===== config.mk =====
export PLATFORM = sky130hd
export DESIGN_NAME = prog_seq
export DESIGN_NICKNAME = d
export VERILOG_FILES = /design/src/rtl/prog_seq_pkg.sv /design/src/rtl/prog_seq_stack.sv /design/src/rtl/prog_seq_ctrl.sv /design/src/rtl/prog_seq_dp.sv /design/src/rtl/prog_seq.sv
export SDC_FILE = /design/constraint.sdc
export NUM_CORES = 1
export LEC_CHECK = 0
export BUFFER_PORTS_ARGS = -buffer_cell sky130_fd_sc_hd__buf_2
export CAP_MARGIN = 10
export CORE_ASPECT_RATIO = 0.8
export CORE_MARGIN = 10
export CORE_UTILIZATION = 45
export CTS_CLUSTER_SIZE = 40
export DETAILED_ROUTE_END_ITERATION = 6
export PLACE_DENSITY = 0.71
export SLEW_MARGIN = 20
export SYNTH_ARGS = -nofsm -noshare
export SYNTH_HDL_FRONTEND = slang
export SYNTH_SLANG_ARGS = --single-unit

===== constraint.sdc =====
create_clock -name clk -period 1.55 [get_ports clk]
set_input_delay 0.31 -clock clk [delete_from_list [all_inputs] [get_ports clk]]
set_output_delay 0.31 -clock clk [all_outputs]
set_load 0.02 [all_outputs]

===== src/rtl/prog_seq_pkg.sv =====
`timescale 1ns/1ps
package prog_seq_pkg;

  typedef enum logic [2:0] {
    OP_STEP  = 3'd0,
    OP_JUMP  = 3'd1,
    OP_CALL  = 3'd2,
    OP_IRQ   = 3'd3,
    OP_TABLE = 3'd4,
    OP_RETI  = 3'd5,
    OP_RETK  = 3'd6,
    OP_HOLD  = 3'd7
  } seqOp_e;

  typedef enum logic [2:0] {
    SRC_INC  = 3'd0,
    SRC_TGT  = 3'd1,
    SRC_VEC  = 3'd2,
    SRC_TBL  = 3'd3,
    SRC_STK  = 3'd4,
    SRC_KEEP = 3'd5
  } pcSrc_e;

  typedef struct packed {
    pcSrc_e pcSrc;
    logic   push;
    logic   pop;
    logic   cyLoad;
    logic   kLoad;
  } seqCtl_t;

endpackage


===== src/rtl/prog_seq_stack.sv =====
`timescale 1ns/1ps
module prog_seq_stack #(
  parameter int DEPTH   = 4,
  parameter int ENTRY_W = 13,
  localparam int DW     = $clog2(DEPTH + 1)
) (
  input  logic               clk,
  input  logic               rstN,
  input  logic               push,
  input  logic               pop,
  input  logic [ENTRY_W-1:0] pushData,
  output logic [ENTRY_W-1:0] topData,
  output logic [DW-1:0]      depth
);

  logic [ENTRY_W-1:0] level [DEPTH];

  // level 0 is the top; a push shifts down and loses the bottom,
  // a pop shifts up and the bottom keeps its own value
  for (genvar i = 0; i < DEPTH; i++) begin : g_level
    if (i == 0 && DEPTH > 1) begin : g_top
      always_ff @(posedge clk or negedge rstN) begin
        if (!rstN)     level[i] <= '0;
        else if (push) level[i] <= pushData;
        else if (pop)  level[i] <= level[i+1];
      end
    end else if (i == 0) begin : g_single
      always_ff @(posedge clk or negedge rstN) begin
        if (!rstN)     level[i] <= '0;
        else if (push) level[i] <= pushData;
      end
    end else if (i == DEPTH - 1) begin : g_bottom
      always_ff @(posedge clk or negedge rstN) begin
        if (!rstN)     level[i] <= '0;
        else if (push) level[i] <= level[i-1];
      end
    end else begin : g_mid
      always_ff @(posedge clk or negedge rstN) begin
        if (!rstN)     level[i] <= '0;
        else if (push) level[i] <= level[i-1];
        else if (pop)  level[i] <= level[i+1];
      end
    end
  end

  assign topData = level[0];

  always_ff @(posedge clk or negedge rstN) begin
    if (!rstN) begin
      depth <= '0;
    end else if (push && !pop) begin
      if (depth != DW'(DEPTH)) depth <= depth + 1'b1;
    end else if (pop && !push) begin
      if (depth != '0) depth <= depth - 1'b1;
    end
  end

endmodule


===== src/rtl/prog_seq_ctrl.sv =====
`timescale 1ns/1ps
module prog_seq_ctrl
  import prog_seq_pkg::*;
(
  input  logic [2:0] opCode,
  output seqCtl_t    ctl
);

  seqOp_e op;
  assign op = seqOp_e'(opCode);

  always_comb begin
    ctl = '{pcSrc: SRC_INC, push: 1'b0, pop: 1'b0, cyLoad: 1'b0, kLoad: 1'b0};
    unique case (op)
      OP_STEP:  ctl.pcSrc = SRC_INC;
      OP_JUMP:  ctl.pcSrc = SRC_TGT;
      OP_CALL: begin
        ctl.pcSrc = SRC_TGT;
        ctl.push  = 1'b1;
      end
      OP_IRQ: begin
        ctl.pcSrc = SRC_VEC;
        ctl.push  = 1'b1;
      end
      OP_TABLE: ctl.pcSrc = SRC_TBL;
      OP_RETI: begin
        ctl.pcSrc  = SRC_STK;
        ctl.pop    = 1'b1;
        ctl.cyLoad = 1'b1;
      end
      OP_RETK: begin
        ctl.pcSrc = SRC_STK;
        ctl.pop   = 1'b1;
        ctl.kLoad = 1'b1;
      end
      OP_HOLD:  ctl.pcSrc = SRC_KEEP;
      default:  ctl.pcSrc = SRC_KEEP;
    endcase
  end

endmodule


===== src/rtl/prog_seq_dp.sv =====
`timescale 1ns/1ps
module prog_seq_dp
  import prog_seq_pkg::*;
#(
  parameter int PC_W  = 12,
  parameter int NIB_W = 4,
  parameter int DEPTH = 4,
  parameter int ROM_W = 16,
  localparam int LOW_W   = PC_W - 1,
  localparam int ENTRY_W = PC_W + 1,
  localparam int DW      = $clog2(DEPTH + 1)
) (
  input  logic             clk,
  input  logic             rstN,
  input  seqCtl_t          ctl,
  input  logic [PC_W-1:0]  jumpTarget,
  input  logic [PC_W-1:0]  intVector,
  input  logic [NIB_W-1:0] tbrIn,
  input  logic [NIB_W-1:0] accIn,
  input  logic             carryIn,
  input  logic [ROM_W-1:0] romWord,
  output logic [PC_W-1:0]  pc,
  output logic             cyRestore,
  output logic             cyValid,
  output logic [NIB_W-1:0] tbrOut,
  output logic [NIB_W-1:0] accOut,
  output logic             constValid,
  output logic [DW-1:0]    stackDepth
);

  localparam logic [LOW_W-1:0] ONE_LOW = LOW_W'(1);

  logic [PC_W-1:0]    stepPc;
  logic [PC_W-1:0]    tablePc;
  logic [PC_W-1:0]    nextPc;
  logic [ENTRY_W-1:0] pushData;
  logic [ENTRY_W-1:0] topData;
  logic               unusedRomHi;

  // page bit held, low counter rolls over inside its page
  assign stepPc   = {pc[PC_W-1], pc[LOW_W-1:0] + ONE_LOW};
  assign tablePc  = {pc[PC_W-1:2*NIB_W], tbrIn, accIn};
  assign pushData = {carryIn, stepPc};
  assign unusedRomHi = ^romWord[ROM_W-1:2*NIB_W];

  always_comb begin
    unique case (ctl.pcSrc)
      SRC_INC:  nextPc = stepPc;
      SRC_TGT:  nextPc = jumpTarget;
      SRC_VEC:  nextPc = intVector;
      SRC_TBL:  nextPc = tablePc;
      SRC_STK:  nextPc = topData[PC_W-1:0];
      SRC_KEEP: nextPc = pc;
      default:  nextPc = pc;
    endcase
  end

  prog_seq_stack #(
    .DEPTH  (DEPTH),
    .ENTRY_W(ENTRY_W)
  ) stack_i (
    .clk     (clk),
    .rstN    (rstN),
    .push    (ctl.push),
    .pop     (ctl.pop),
    .pushData(pushData),
    .topData (topData),
    .depth   (stackDepth)
  );

  always_ff @(posedge clk or negedge rstN) begin
    if (!rstN) begin
      pc         <= '0;
      cyRestore  <= 1'b0;
      cyValid    <= 1'b0;
      tbrOut     <= '0;
      accOut     <= '0;
      constValid <= 1'b0;
    end else begin
      pc         <= nextPc;
      cyValid    <= ctl.cyLoad;
      constValid <= ctl.kLoad;
      if (ctl.cyLoad) cyRestore <= topData[ENTRY_W-1];
      if (ctl.kLoad) begin
        tbrOut <= romWord[2*NIB_W-1:NIB_W];
        accOut <= romWord[NIB_W-1:0];
      end
    end
  end

endmodule


===== src/rtl/prog_seq.sv =====
`timescale 1ns/1ps
module prog_seq
  import prog_seq_pkg::*;
#(
  parameter int PC_W  = 12,
  parameter int NIB_W = 4,
  parameter int DEPTH = 4,
  parameter int ROM_W = 16,
  localparam int DW   = $clog2(DEPTH + 1)
) (
  input  logic             clk,
  input  logic             rstN,
  input  logic [2:0]       opCode,
  input  logic [PC_W-1:0]  jumpTarget,
  input  logic [PC_W-1:0]  intVector,
  input  logic [NIB_W-1:0] tbrIn,
  input  logic [NIB_W-1:0] accIn,
  input  logic             carryIn,
  input  logic [ROM_W-1:0] romWord,
  output logic [PC_W-1:0]  romAddr,
  output logic             cyRestore,
  output logic             cyValid,
  output logic [NIB_W-1:0] tbrOut,
  output logic [NIB_W-1:0] accOut,
  output logic             constValid
);

  seqCtl_t       ctl;
  logic [DW-1:0] stackDepth;

  prog_seq_ctrl ctrl_i (
    .opCode(opCode),
    .ctl   (ctl)
  );

  prog_seq_dp #(
    .PC_W (PC_W),
    .NIB_W(NIB_W),
    .DEPTH(DEPTH),
    .ROM_W(ROM_W)
  ) dp_i (
    .clk       (clk),
    .rstN      (rstN),
    .ctl       (ctl),
    .jumpTarget(jumpTarget),
    .intVector (intVector),
    .tbrIn     (tbrIn),
    .accIn     (accIn),
    .carryIn   (carryIn),
    .romWord   (romWord),
    .pc        (romAddr),
    .cyRestore (cyRestore),
    .cyValid   (cyValid),
    .tbrOut    (tbrOut),
    .accOut    (accOut),
    .constValid(constValid),
    .stackDepth(stackDepth)
  );

endmodule


# [Word level (Yosys, flattened, before mapping)]
# Index checks and enable logic that the tools add are counted.
[classes] n_addsub=1 multipliers=0 div=0 n_lt_le_gt_ge=0 eq_ne=11 shifts=0 muxes=12 bitwise=2 n_reduce_logical=11
[ops] cell="two-way mux 13 bit" n=6
[ops] cell="one-hot mux 12 bit (5 select lines)" n=1
[ops] cell="one-hot mux 3 bit (6 select lines)" n=1
[ops] cell="equality test 3 bit (second input constant)" n=5
[ops] cell="equality test 3 x 2 -> 1 bit (second input constant)" n=4
[ops] cell="adder 11 x 1 -> 11 bit (second input constant)" n=1
[ops] cell="equality test 3 x 1 -> 1 bit (second input constant)" n=2
[ops] cell="logical NOT 3 bit" n=2
[ops] cell="OR reduction 2 bit" n=3
[ops] cell="nonzero test 5 bit" n=1
[ops] cell="two-way mux 1 bit" n=4
[ops] cell="nonzero test 4 bit" n=1
[ops] cell="AND reduction 3 bit" n=1
[ops] cell="nonzero test 3 bit" n=1
[ops] cell="inverter 1 bit" n=2
[ops] cell="AND reduction 2 bit" n=1
[ops] cell="nonzero test 2 bit" n=1
[totals] regBits=75 latchBits=0 mem_bits_rw=0 romBits=0 memories=0

# [Longest topological paths before layout]
# Gate-level depths: netlist of run 1.
[logic_depth] depth_word=6 depth_mapped=6

# [Hierarchy]
# Synthesis of run 1 repeated with hierarchy kept, for this count alone.
[unflattened] cells_unflattened=416 hier_area_um2=4290.4
[by_module_without_submodules] mod="prog_seq_stack" instances=1 cells_per_inst=235 area_each_um2=2615.0 seq_area_each_um2=1376.3
[by_module_without_submodules] mod="prog_seq_dp" instances=1 cells_per_inst=170 area_each_um2=1606.5 seq_area_each_um2=575.6
[by_module_without_submodules] mod="prog_seq_ctrl" instances=1 cells_per_inst=11 area_each_um2=68.8 seq_area_each_um2=0.0

# [Least setup slack after synthesis of run 1]
# OpenSTA, ideal clock, no wires.
[synth_timing] kind="reg2reg" startpoint="register dp_i.pc[0]" endpoint="register dp_i.pc[10]" arrival_ns=1.584 required_time_ns=1.449 slack_ns=-0.135 path_stages_with_launch=6 n_path_buf=0 cell_sequence="dfrtp_1 -> ha_1 -> nand2_1 -> nor4_1 -> nor3_1 -> nor4_1"
[synth_between] elab_chain_cells=2
[synth_lines] element="from (decl)" line_no="prog_seq_dp.sv:22" source="output logic [PC_W-1:0] pc,"
[synth_lines] element="from (signal assigned)" line_no="prog_seq_dp.sv:80" source="pc <= nextPc;"
[synth_lines] element="adder 11 x 1 -> 11 bit" line_no="prog_seq_dp.sv:41" source="assign stepPc = {pc[PC_W-1], pc[LOW_W-1:0] + ONE_LOW};"
[synth_lines] element="one-hot mux 12 bit (5 select lines)" line_no="prog_seq_dp.sv:47" source="unique case (ctl.pcSrc)"
# No other way between the ends.
# A chain may end at the register's enable or synchronous reset.

# [Worst setup path after layout of run 1]
[layout_timing] startpoint="register dp_i.pc[0]" endpoint="register dp_i.pc[4]"
# Same word-level chain as after synthesis.

==> flow_metrics.env, run 1 <==
export IMPL_status="finished, final reports clean"
export IMPL_die_h_microns=105.9
export IMPL_fillers=744
export IMPL_clock_skew_ns=0.008340
export IMPL_crit_buf_inv=1
export IMPL_max_clock_freq_mhz=653.9
export IMPL_design_core_area_sq_um=9037
export IMPL_first_iter_violations=239
export IMPL_grt_pass1_vias=3545
export IMPL_cp_slowest_stage_delay_ns=0.44
export IMPL_cp_endpoint="dp_i.pc[4]"
export IMPL_p_total_mw=7.096
export IMPL_cts_buffers=9
export IMPL_crit_required_ns=1.78
export IMPL_final_common_cell="dfrtp_1"
export IMPL_clock_sinks=75
export IMPL_dp_slack_ns=-0.1129
export IMPL_layout_cells_non_filler=629
export IMPL_rrSetupSlack_ns=0.02
export IMPL_start_util_pct=45.92
export IMPL_cap_violations=0
export IMPL_antenna_cells=0
export IMPL_finalCritPeriodShare_pct=98.67
export IMPL_max_slew_margin_pct=70.90
export IMPL_dp_cells=611
export IMPL_htree_levels=3
export IMPL_critPathLaunch="dp_i.pc[0]"
export IMPL_drt_first_pass_iters=4
export IMPL_synth_cells=395
export IMPL_layout_area_overhead_vs_synth_pct=30.21
export IMPL_routed_wl_microns=10660
export IMPL_grt_pass1_wl_microns=17530
export IMPL_async_flop_share_pct=100.0
export IMPL_ys_ff_latch=75
export IMPL_hold_path_startpoint="carryIn"
export IMPL_avgSynthCellArea_sq_um=10.51
export IMPL_reg2reg_from="dp_i.pc[0]"
export IMPL_gp_congestion=0.9129
export IMPL_syn_nets=450
export IMPL_clkTransAtPathRegs_ns=0.06
export IMPL_die_area_sq_um=13490
export IMPL_vias=3399
export IMPL_antenna_left=0
export IMPL_io_pins=77
export IMPL_drcViolationCount=0
export IMPL_power_leakage_nw=2.623
export IMPL_grt_util_all_layers_pct=15.88
export IMPL_synth_area_sq_um=4150
export IMPL_pwr_density_cell_nw_per_um2=1313
export IMPL_rsz0062_at_grt="yes"
export IMPL_hold_viol=0
export IMPL_path_cells="ha_1 > buf_4 > nand3_1 > xor2_2 > nand2_1 > a32o_1"
export IMPL_ff2ff_path_depth=6
export IMPL_die_w_microns=127.4
export IMPL_dpl_hpwl_microns=7916
export IMPL_final_cell_mix="dfrtp_1, buf_2, mux2i_1, buf_4, nand2_1"
export IMPL_antenna_found_initial=0
export IMPL_hold_class="in -> reg"
export IMPL_postLayoutSetupSlackWorst_ns=0.02069
export IMPL_grt_max_degree=31
export IMPL_ys_seq_area_share_pct=45.22
export IMPL_worst_r2r_endpoint="dp_i.pc[4]"
export IMPL_worst_slew_pin_slew_ns=0.4356
export IMPL_portBuffers=68
export IMPL_finalInstanceArea_sq_um=5404
export IMPL_nets=564
export IMPL_overflow=0
export IMPL_ys_flop_type="dfrtp_1"
export IMPL_synth_edf_count=0
export IMPL_layout_drive_gt1_share_pct=37.16
export IMPL_placed_area_sq_um=5027
export IMPL_yosys_warnings=0
export IMPL_clock_path_buffers=2
export IMPL_synth_distinct_cells=61
export IMPL_cp_start_kind="flop"
export IMPL_worst_ir_drop_vdd_v=0.0009611
export IMPL_cts_root_buf="clkbuf_16"
export IMPL_fin_util_pct=59.80
export IMPL_cp_depth=6
export IMPL_cpMaxStageDelayCell="dfrtp_2"
export IMPL_timing_hold_ws_ns=0.1740
export IMPL_crit_type="reg -> reg"
export IMPL_clkLatencyLatePin_ns=0.34
export IMPL_crit_family="flip-flops"
export IMPL_cp_max_fo=3
export IMPL_setup_tns_ns=0
export IMPL_setup_viol_count_final=0
export IMPL_final_max_slew_viol_count=0
export IMPL_worst_ep_arrival_time_ns=1.76
export IMPL_wl_per_cell_microns=16.94
export IMPL_fin_crit_ns=1.529
export IMPL_rows=31
export IMPL_end_kind="flop"
export IMPL_viasPerCell=5.404
export IMPL_cts_tree="yes"
==> cell type report <==
cell class / instances / area [sq um] / area share, %
Clock inverter: 6 / 88.84 / 1.644
Sequential cell: 75 / 1881 / 34.80
Timing Repair Buffer: 129 / 903.4 / 16.72
Clock buffer: 10 / 229.0 / 4.237
Multi-Input combinational cell: 284 / 2121 / 39.25
Inverter: 10 / 37.54 / 0.6946
Tap cell: 115 / 143.9 / 2.663
==> kinds of logic after synthesis <==
family / Yosys count / synth area share (%)
adder cells (fa/ha/maj): 2 / 0.5426
flip-flops: 75 / 45.22
buffers and inverters: 36 / 5.034
AND/OR/NAND/NOR: 108 / 12.63
XOR/XNOR: 7 / 1.477
multiplexers: 83 / 21.43
AO/OA/AOI/OAI: 84 / 13.66
==> cell usage after synthesis, types with 2 or more instances <==
cell / instances / area, sq um
a211oi_1: 4 / 30.03
a21oi_1: 3 / 15.01
a221o_1: 3 / 30.03
a221oi_1: 3 / 26.28
a221oi_2: 2 / 30.03
a31oi_1: 2 / 12.51
a32o_1: 2 / 20.02
and2_1: 2 / 12.51
and3_1: 5 / 31.28
buf_2: 8 / 40.04
buf_4: 4 / 30.03
buf_6: 5 / 56.30
clkbuf_1: 7 / 26.28
dfrtp_1: 75 / 1877
inv_1: 9 / 33.78
mux2_2: 26 / 292.8
mux2i_1: 54 / 540.5
mux4_2: 2 / 45.04
nand2_1: 45 / 168.9
nand2b_1: 8 / 50.05
nand3_1: 8 / 40.04
nand3b_1: 2 / 15.01
nor2_1: 16 / 60.06
nor2b_1: 3 / 18.77
nor3_1: 7 / 35.03
nor3b_1: 3 / 22.52
nor4_1: 2 / 12.51
o211ai_1: 5 / 37.54
o21ai_0: 12 / 60.06
o21ai_1: 31 / 155.2
o31ai_1: 2 / 15.01
xnor2_1: 6 / 52.55
==> registers in the layout, summed over array words and instances, names as in the netlist <==
signal	cells
dp_i.pc	12
dp_i.constValid	1
dp_i.accOut	4
dp_i.cyRestore	1
dp_i.stack_i.level	39
dp_i.tbrOut	4
dp_i.cyValid	1
dp_i.stack_i.topData	13
==> worst min-delay path, cell delays in order <==
cell,delay (ns)
buf_2,0.07
nand2_1,0.03
o21ai_1,0.06
==> timing repair <==
item	in CTS	in global routing
gates resized for setup	2	8
endpoints found under the hold margin	22	0
setup buffers	0	1
cloned	0	0
hold buffers	1	0
pin swaps	1	4
setup endpoints to repair	5	12
==> how the worst min path moves through the flow <==
| stage | end | cells after the start |
|---|---|---|
| floorplan | dp_i.accOut[0] | 0 |
| global placement | dp_i.stack_i.level[25] | 1 |
| detailed placement | dp_i.stack_i.level[12] | 1 |
| CTS | dp_i.stack_i.topData[12] | 3 |
| global route | dp_i.tbrOut[1] | 2 |
| finish | dp_i.stack_i.topData[12] | 3 |
==> where the power goes <==
group          switching (mW)  total [mW]  internal [mW]
clock network           0.838        2.25           1.41
registers               0.456        3.00           2.54
logic                   0.925        1.85          0.924
==> per-layer routing <==
layer / vias to the layer above / wire (microns) / part of all wire [%] / GRT usage [%]
met1: 1627 / 4867 / 46 / 20.14
met5: - / 0 / 0 / 0
li1: 1666 / - / - / -
met3: 12 / 671 / 6.3 / 6.207
met2: 94 / 4963 / 47 / 24.84
met4: 0 / 153 / 1.4 / 3.977
Note: power is estimated with default switching activity, not from simulation.
==> run 2, diff against run 1 <==
--- a/config.mk
+++ b/config.mk
@@ -5,6 +5,7 @@
 export SDC_FILE = /design/constraint.sdc
 export NUM_CORES = 1
 export LEC_CHECK = 0
+export ABC_AREA = 1
 export BUFFER_PORTS_ARGS = -buffer_cell sky130_fd_sc_hd__buf_2
 export CAP_MARGIN = 10
 export CORE_ASPECT_RATIO = 0.8
@@ -12,7 +13,7 @@
 export CORE_UTILIZATION = 45
 export CTS_CLUSTER_SIZE = 40
 export DETAILED_ROUTE_END_ITERATION = 6
-export PLACE_DENSITY = 0.71
+export PLACE_DENSITY = 0.72
 export SLEW_MARGIN = 20
 export SYNTH_ARGS = -nofsm -noshare
 export SYNTH_HDL_FRONTEND = slang
==> flow_metrics.env, run 2 <==
export IMPL_max_slew_margin_pct=72.80
export IMPL_dp_cells=698
export IMPL_final_max_slew_viol_count=0
export IMPL_regArea_sq_um=1877
export IMPL_worst_ep_arrival_time_ns=1.68
export IMPL_viasPerCell=5.202
export IMPL_layout_area_overhead_vs_synth_pct=22.02
export IMPL_largest_reg_flops=39
export IMPL_antenna_found_initial=0
export IMPL_ys_flop_type="dfrtp_1"
export IMPL_worst_slew_pin_slew_ns=0.4080
export IMPL_die_h_microns=105.1
export IMPL_die_area_sq_um=13270
export IMPL_setup_viol_count_final=0
export IMPL_async_flop_share_pct=100.0
export IMPL_nets=652
export IMPL_power_switching_mw=2.093
export IMPL_power_leakage_nw=2.528
export IMPL_clock_sinks=75
export IMPL_grt_pass1_wl_microns=18170
export IMPL_grt_pass1_vias=3702
export IMPL_layout_drive_gt1_share_pct=23.75
export IMPL_synth_distinct_cells=35
export IMPL_violations="negative hold slack"
export IMPL_htree_levels=3
export IMPL_p_comb_share_pct=24.9
export IMPL_pwr_density_cell_nw_per_um2=1311
export IMPL_start_util_pct=47.13
export IMPL_power_share_switching_pct=32.15
export IMPL_die_w_microns=126.3
export IMPL_fillers=780
export IMPL_synth_top_area_share_pct=46.13
export IMPL_wl_per_cell_microns=15.04
export IMPL_synth_area_sq_um=4069
export IMPL_gp_congestion=0.9265
export IMPL_grt_util_all_layers_pct=16.02
export IMPL_antenna_left=0
export IMPL_crit_type="reg -> reg"
export IMPL_cts_buffers=9
export IMPL_avgSynthCellArea_sq_um=7.840
export IMPL_synth_edf_count=0
export IMPL_crit_required_ns=1.78
export IMPL_syn_nets=574
export IMPL_final_common_cell="nand2_1"
export IMPL_synth_cells=519
export IMPL_timing_hold_ws_ns=-0.004830
export IMPL_clkLatencyLatePin_ns=0.33
export IMPL_layout_cells_non_filler=714
export IMPL_ys_ff_latch=75
export IMPL_clkTransAtPathRegs_ns=0.06
export IMPL_fin_crit_ns=1.452
export IMPL_drcViolationCount=0
export IMPL_synth_area_top_cells="dfrtp_1, nand2_1, nand3_1"
export IMPL_grt_max_degree=76
export IMPL_synth_area_leader_cell="dfrtp_1"
export IMPL_clock_path_buffers=2
export IMPL_cts_tree="yes"
export IMPL_p_clk_share_pct=34.0
export IMPL_ys_seq_area_share_pct=46.13
export IMPL_cts_root_buf="clkbuf_16"
export IMPL_antenna_cells=0
export IMPL_portBuffers=68
export IMPL_internal_power_mw=4.418
export IMPL_first_iter_violations=335
export IMPL_yosys_warnings=0
export IMPL_clock_skew_ns=0.009643
export IMPL_status="complete, but fails checks"
export IMPL_hold_class="in -> async"
export IMPL_design_core_area_sq_um=8633
export IMPL_overflow=0
export IMPL_io_pins=77
export IMPL_final_cell_mix="nand2_1, dfrtp_1, buf_2, inv_1, nand3_1"
export IMPL_yosysMostFrequentCell="nand2_1"
export IMPL_hold_viol=4
export IMPL_finalCritPeriodShare_pct=93.70
export IMPL_rrSetupSlack_ns=0.1
export IMPL_power_frac_seq_pct=41.0
export IMPL_fin_util_pct=57.51
export IMPL_largest_register="dp_i.stack_i.level"
export IMPL_worst_ir_drop_vdd_v=0.0007443
export IMPL_vias=3714
export IMPL_cap_violations=0
export IMPL_cts_hold_buf=0
export IMPL_cp_max_fo=3
export IMPL_cp_start_kind="flop"
export IMPL_dpl_hpwl_microns=7853
export IMPL_end_kind="flop"
export IMPL_max_clock_freq_mhz=688.6
export IMPL_rows=30
export IMPL_synthTopCellsByCount="nand2_1, dfrtp_1, inv_1, nand3_1, nor2_1"
export IMPL_multi_input_area_sq_um=1797
export IMPL_routed_wl_microns=10740
export IMPL_drt_first_pass_iters=5
-- run 2: cell count changes after synthesis, moves of 10 or more --
cell	previous run	this run
mux2_2	26	0
nand3_1	8	40
o221ai_2	0	10
nor2_1	16	32
inv_1	9	50
nand2_1	45	186
mux2i_1	54	0
o21ai_1	31	21
nand4_1	0	12
-- run 2: timing repair --
| item | CTS | global route |
|---|---|---|
| setup endpoints to repair | 2 | 11 |
| pin swaps | 0 | 1 |
| buffers inserted | 0 | 0 |
| resized for setup | 1 | 5 |
-- run 2: power by group through the flow --
stage / Clock, mW / Sequential (mW) / Combinational (mW)
2_1_floorplan: 0 / 2.77 / 0.987
3_3_place_gp: 0 / 2.68 / 1.56
3_5_place_dp: 0 / 2.70 / 1.62
4_1_cts: 2.25 / 2.67 / 1.63
5_1_grt: 2.32 / 2.73 / 1.84
6_report: 2.22 / 2.67 / 1.62
-- run 2: cells by family (layout without fill, tap and decap cells) --
logic type / Yosys count / after routing / synth area share [%]
compound gates: 76 / 76 / 13.38
xor+xnor: 3 / 3 / 0.6459
fa+ha+maj: 1 / 1 / 0.3075
buf+inv: 83 / 166 / 10.21
flops: 75 / 75 / 46.13
simple gates: 281 / 281 / 29.34
-- run 2: routing by layer --
layer	wire length [microns]	vias to the layer above	track usage [%]
met5	0	-	0
met4	61	0	3.734
met3	803	6	4.646
met2	4800	121	24.06
met1	5073	1754	22.16
li1	-	1833	-
-- run 2: cell type report --
class	count	share of cell area, %
multi-input combinational	361	36.19
clock inverter	6	1.789
inverter	56	4.486
timing repair buffer	94	12.30
sequential	75	37.80
tap	112	2.823
clock buffer	10	4.612
-- run 2: worst paths after layout --
check                                       start                  endpoint  cells past startpoint
setup / recovery                       dp_i.pc[0]  dp_i.stack_i.topData[10]                      8
hold / removal                               rstN              dp_i.cyValid                      2
setup reg to reg                       dp_i.pc[0]  dp_i.stack_i.topData[10]                      8
hold reg to reg            dp_i.stack_i.level[12]    dp_i.stack_i.level[12]                      2
max in group asynchronous                    rstN   dp_i.stack_i.topData[2]                      2
min in group clk                       romWord[0]            dp_i.accOut[0]                      3
-- run 2: metrics by stage --
step	hold WS (ns)	setup slack [ns]	setup TNS, ns	area (sq um)	power (mW)
final	-0.004830	0.09767	0	4965	6.511
after detailed placement	0.3769	-0.02820	-0.2696	4627	4.314
after global placement	0.3760	0.01750	0	4627	4.240
after global routing	0.03048	-0.01232	-0.01232	4965	6.895
after floorplan	0.01441	0.06552	0	4069	3.754
after CTS	0.02908	0.03450	0	4947	6.540
-- run 2: worst max-delay path, cell delays in order (launching register included) --
cell and delay [ns]:
dfrtp_1 0.38, ha_2 0.22, nand3_2 0.18, nor2_4 0.19, nand3_1 0.11, nand2_1 0.09, nand2_1 0.05, nand3_1 0.08
nand2_1 0.05
==> run 3, diff against run 2 <==
--- a/config.mk
+++ b/config.mk
@@ -10,10 +10,10 @@
 export CAP_MARGIN = 10
 export CORE_ASPECT_RATIO = 0.8
 export CORE_MARGIN = 10
-export CORE_UTILIZATION = 45
+export CORE_UTILIZATION = 50
 export CTS_CLUSTER_SIZE = 40
 export DETAILED_ROUTE_END_ITERATION = 6
-export PLACE_DENSITY = 0.72
+export PLACE_DENSITY = 0.78
 export SLEW_MARGIN = 20
 export SYNTH_ARGS = -nofsm -noshare
 export SYNTH_HDL_FRONTEND = slang
==> flow_metrics.env, run 3 (synthesis gave the netlist of run 2 again) <==
export IMPL_hold_path_startpoint="romWord[0]"
export IMPL_clkTransAtPathRegs_ns=0.09
export IMPL_antenna_left=0
export IMPL_cts_tree="yes"
export IMPL_layout_drive_gt1_share_pct=23.93
export IMPL_power_share_switching_pct=35.57
export IMPL_largest_register="dp_i.stack_i.level"
export IMPL_cap_violations=0
export IMPL_critPathLaunch="dp_i.pc[0]"
export IMPL_max_slew_margin_pct=67.76
export IMPL_met1_usage_pct=23.91
export IMPL_cp_max_fo=3
export IMPL_final_max_slew_viol_count=0
export IMPL_design_core_area_sq_um=7910
export IMPL_worst_ir_drop_vdd_v=0.0007547
export IMPL_power_frac_seq_pct=45.4
export IMPL_final_common_cell="nand2_1"
export IMPL_cts_buffers=9
export IMPL_drcViolationCount=0
export IMPL_io_pins=77
export IMPL_clock_path_buffers=2
export IMPL_path_cells="ha_2 > nand3_2 > nor2_2 > nand3_1 > nand2_1 > nand2_1 > nand3_1 > nand2_1"
export IMPL_grtUsageMet2_pct=26.82
export IMPL_die_h_microns=100.7
export IMPL_gr_usage_met3_pct=6.831
export IMPL_viasPerCell=5.284
export IMPL_clock_skew_ns=0.01025
export IMPL_finalCritPeriodShare_pct=91.54
export IMPL_cp_common_cell="nand2_1"
export IMPL_fin_util_pct=61.23
export IMPL_power_switching_mw=2.083
export IMPL_first_iter_violations=331
export IMPL_cts_setup_buffers=0
export IMPL_fin_crit_ns=1.419
export IMPL_htree_levels=3
export IMPL_grt_max_degree=39
export IMPL_final_cell_mix="nand2_1, dfrtp_1, buf_2, inv_1, nand3_1"
export IMPL_rrSetupSlack_ns=0.13
export IMPL_max_clock_freq_mhz=704.8
export IMPL_crit_family="simple AND/OR/NAND/NOR gates"
export IMPL_postLayoutSetupSlackWorst_ns=0.1312
export IMPL_cpMaxStageDelayCell="dfrtp_1"
export IMPL_worst_ep_arrival_time_ns=1.68
export IMPL_crit_required_ns=1.81
export IMPL_crit_buf_inv=0
export IMPL_nets=656
export IMPL_internal_power_mw=3.773
export IMPL_portBuffers=68
export IMPL_routed_wl_microns=10700
export IMPL_drt_first_pass_iters=5
export IMPL_clkLatencyLatePin_ns=0.36
export IMPL_cp_depth=8
export IMPL_antenna_cells=0
export IMPL_reg2reg_from="dp_i.pc[0]"
export IMPL_wl_per_cell_microns=14.98
export IMPL_pwr_density_cell_nw_per_um2=1209
export IMPL_min_path_cells=3
export IMPL_p_clk_share_pct=26.5
export IMPL_clock_sinks=75
export IMPL_grt_pass1_wl_microns=17770
export IMPL_end_kind="flop"
export IMPL_p_comb_share_pct=28.1
export IMPL_dpl_hpwl_microns=7953
export IMPL_overflow=0
export IMPL_cts_root_buf="clkbuf_8"
export IMPL_die_w_microns=120.9
export IMPL_cp_slowest_stage_delay_ns=0.39
export IMPL_grt_util_all_layers_pct=17.89
export IMPL_die_area_sq_um=12170
export IMPL_gp_congestion=0.8516
export IMPL_start_util_pct=51.44
export IMPL_largest_reg_flops=39
export IMPL_antenna_found_initial=0
export IMPL_busiest_layer="met2"
export IMPL_hold_viol=0
export IMPL_hold_class="in -> reg"
export IMPL_vias=3773
export IMPL_crit_type="reg -> reg"
export IMPL_fillers=710
export IMPL_worst_slew_pin_slew_ns=0.4836
export IMPL_setup_viol_count_final=0
export IMPL_ff2ff_path_depth=8
export IMPL_rsz0062_at_grt="no"
export IMPL_cp_start_kind="flop"
export IMPL_power_leakage_nw=2.487
export IMPL_rows=29
export IMPL_dp_slack_ns=-0.07305
export IMPL_status="finished, final reports clean"
export IMPL_layout_area_overhead_vs_synth_pct=19.03
export IMPL_grt_pass1_vias=3634
run 3: cell count changes in the layout (fill, tap and decap cells not counted), moves of 2 or more:
cell,change
buf_12,-2
buf_4,+5
clkbuf_16,-9
clkbuf_8,+9
clkinv_4,+3
clkinvlp_4,-2
run 3: final cells by class:
class / count / area (sq um) / share of cell area, %
clock inverter: 6 / 73.82 / 1.524
timing repair buffer: 98 / 618.1 / 12.76
sequential: 75 / 1877 / 38.75
clock buffer: 10 / 127.6 / 2.635
multi-input combinational: 361 / 1789 / 36.94
tap: 108 / 135.1 / 2.790
inverter: 56 / 222.7 / 4.598
run 3: path summary, 6_finish.rpt:
path	to
max	dp_i.stack_i.topData[10]
min	dp_i.accOut[0]
max reg2reg	dp_i.stack_i.topData[10]
min reg2reg	dp_i.stack_i.level[12]
max in group asynchronous	dp_i.stack_i.level[22]
min in group asynchronous	dp_i.stack_i.level[30]
run 3: repair_timing:
action | 4_1_cts | 5_1_grt
resized for setup | 0 | 4
endpoints found under the setup margin | 0 | 7
hold endpoints to repair | 17 | 0
hold buffers | 1 | 0
run 3: routing by layer:
layer,share of wire (%),vias to the layer above
met5,0,-
met4,0.84,0
met3,10,10
met2,45,148
met1,44,1775
li1,-,1840
run 3: power groups by stage:
stage,Sequential [mW],Clock [mW],Combinational (mW)
after floorplan,2.77,0,0.987
after global placement,2.67,0,1.58
after detailed placement,2.69,0,1.64
after CTS,2.66,1.57,1.65
after global routing,2.72,1.67,1.86
final,2.66,1.55,1.65
run 3: worst min-delay path: stages:
cell and delay, ns:
buf_2 0.08, nand2_1 0.04, nand2_1 0.05
run 3: through the flow:
stage	hold slack, ns	cells	instance area [sq um]	power, mW	TNS [ns]
after CTS	0.1408	714	4831	5.875	0
after global routing	0.1440	714	4843	6.246	0
final	0.1470	714	4843	5.856	0
after detailed placement	0.2913	697	4619	4.331	-0.8976
after global placement	0.2837	697	4619	4.247	-0.2085
after floorplan	0.01441	519	4069	3.754	0
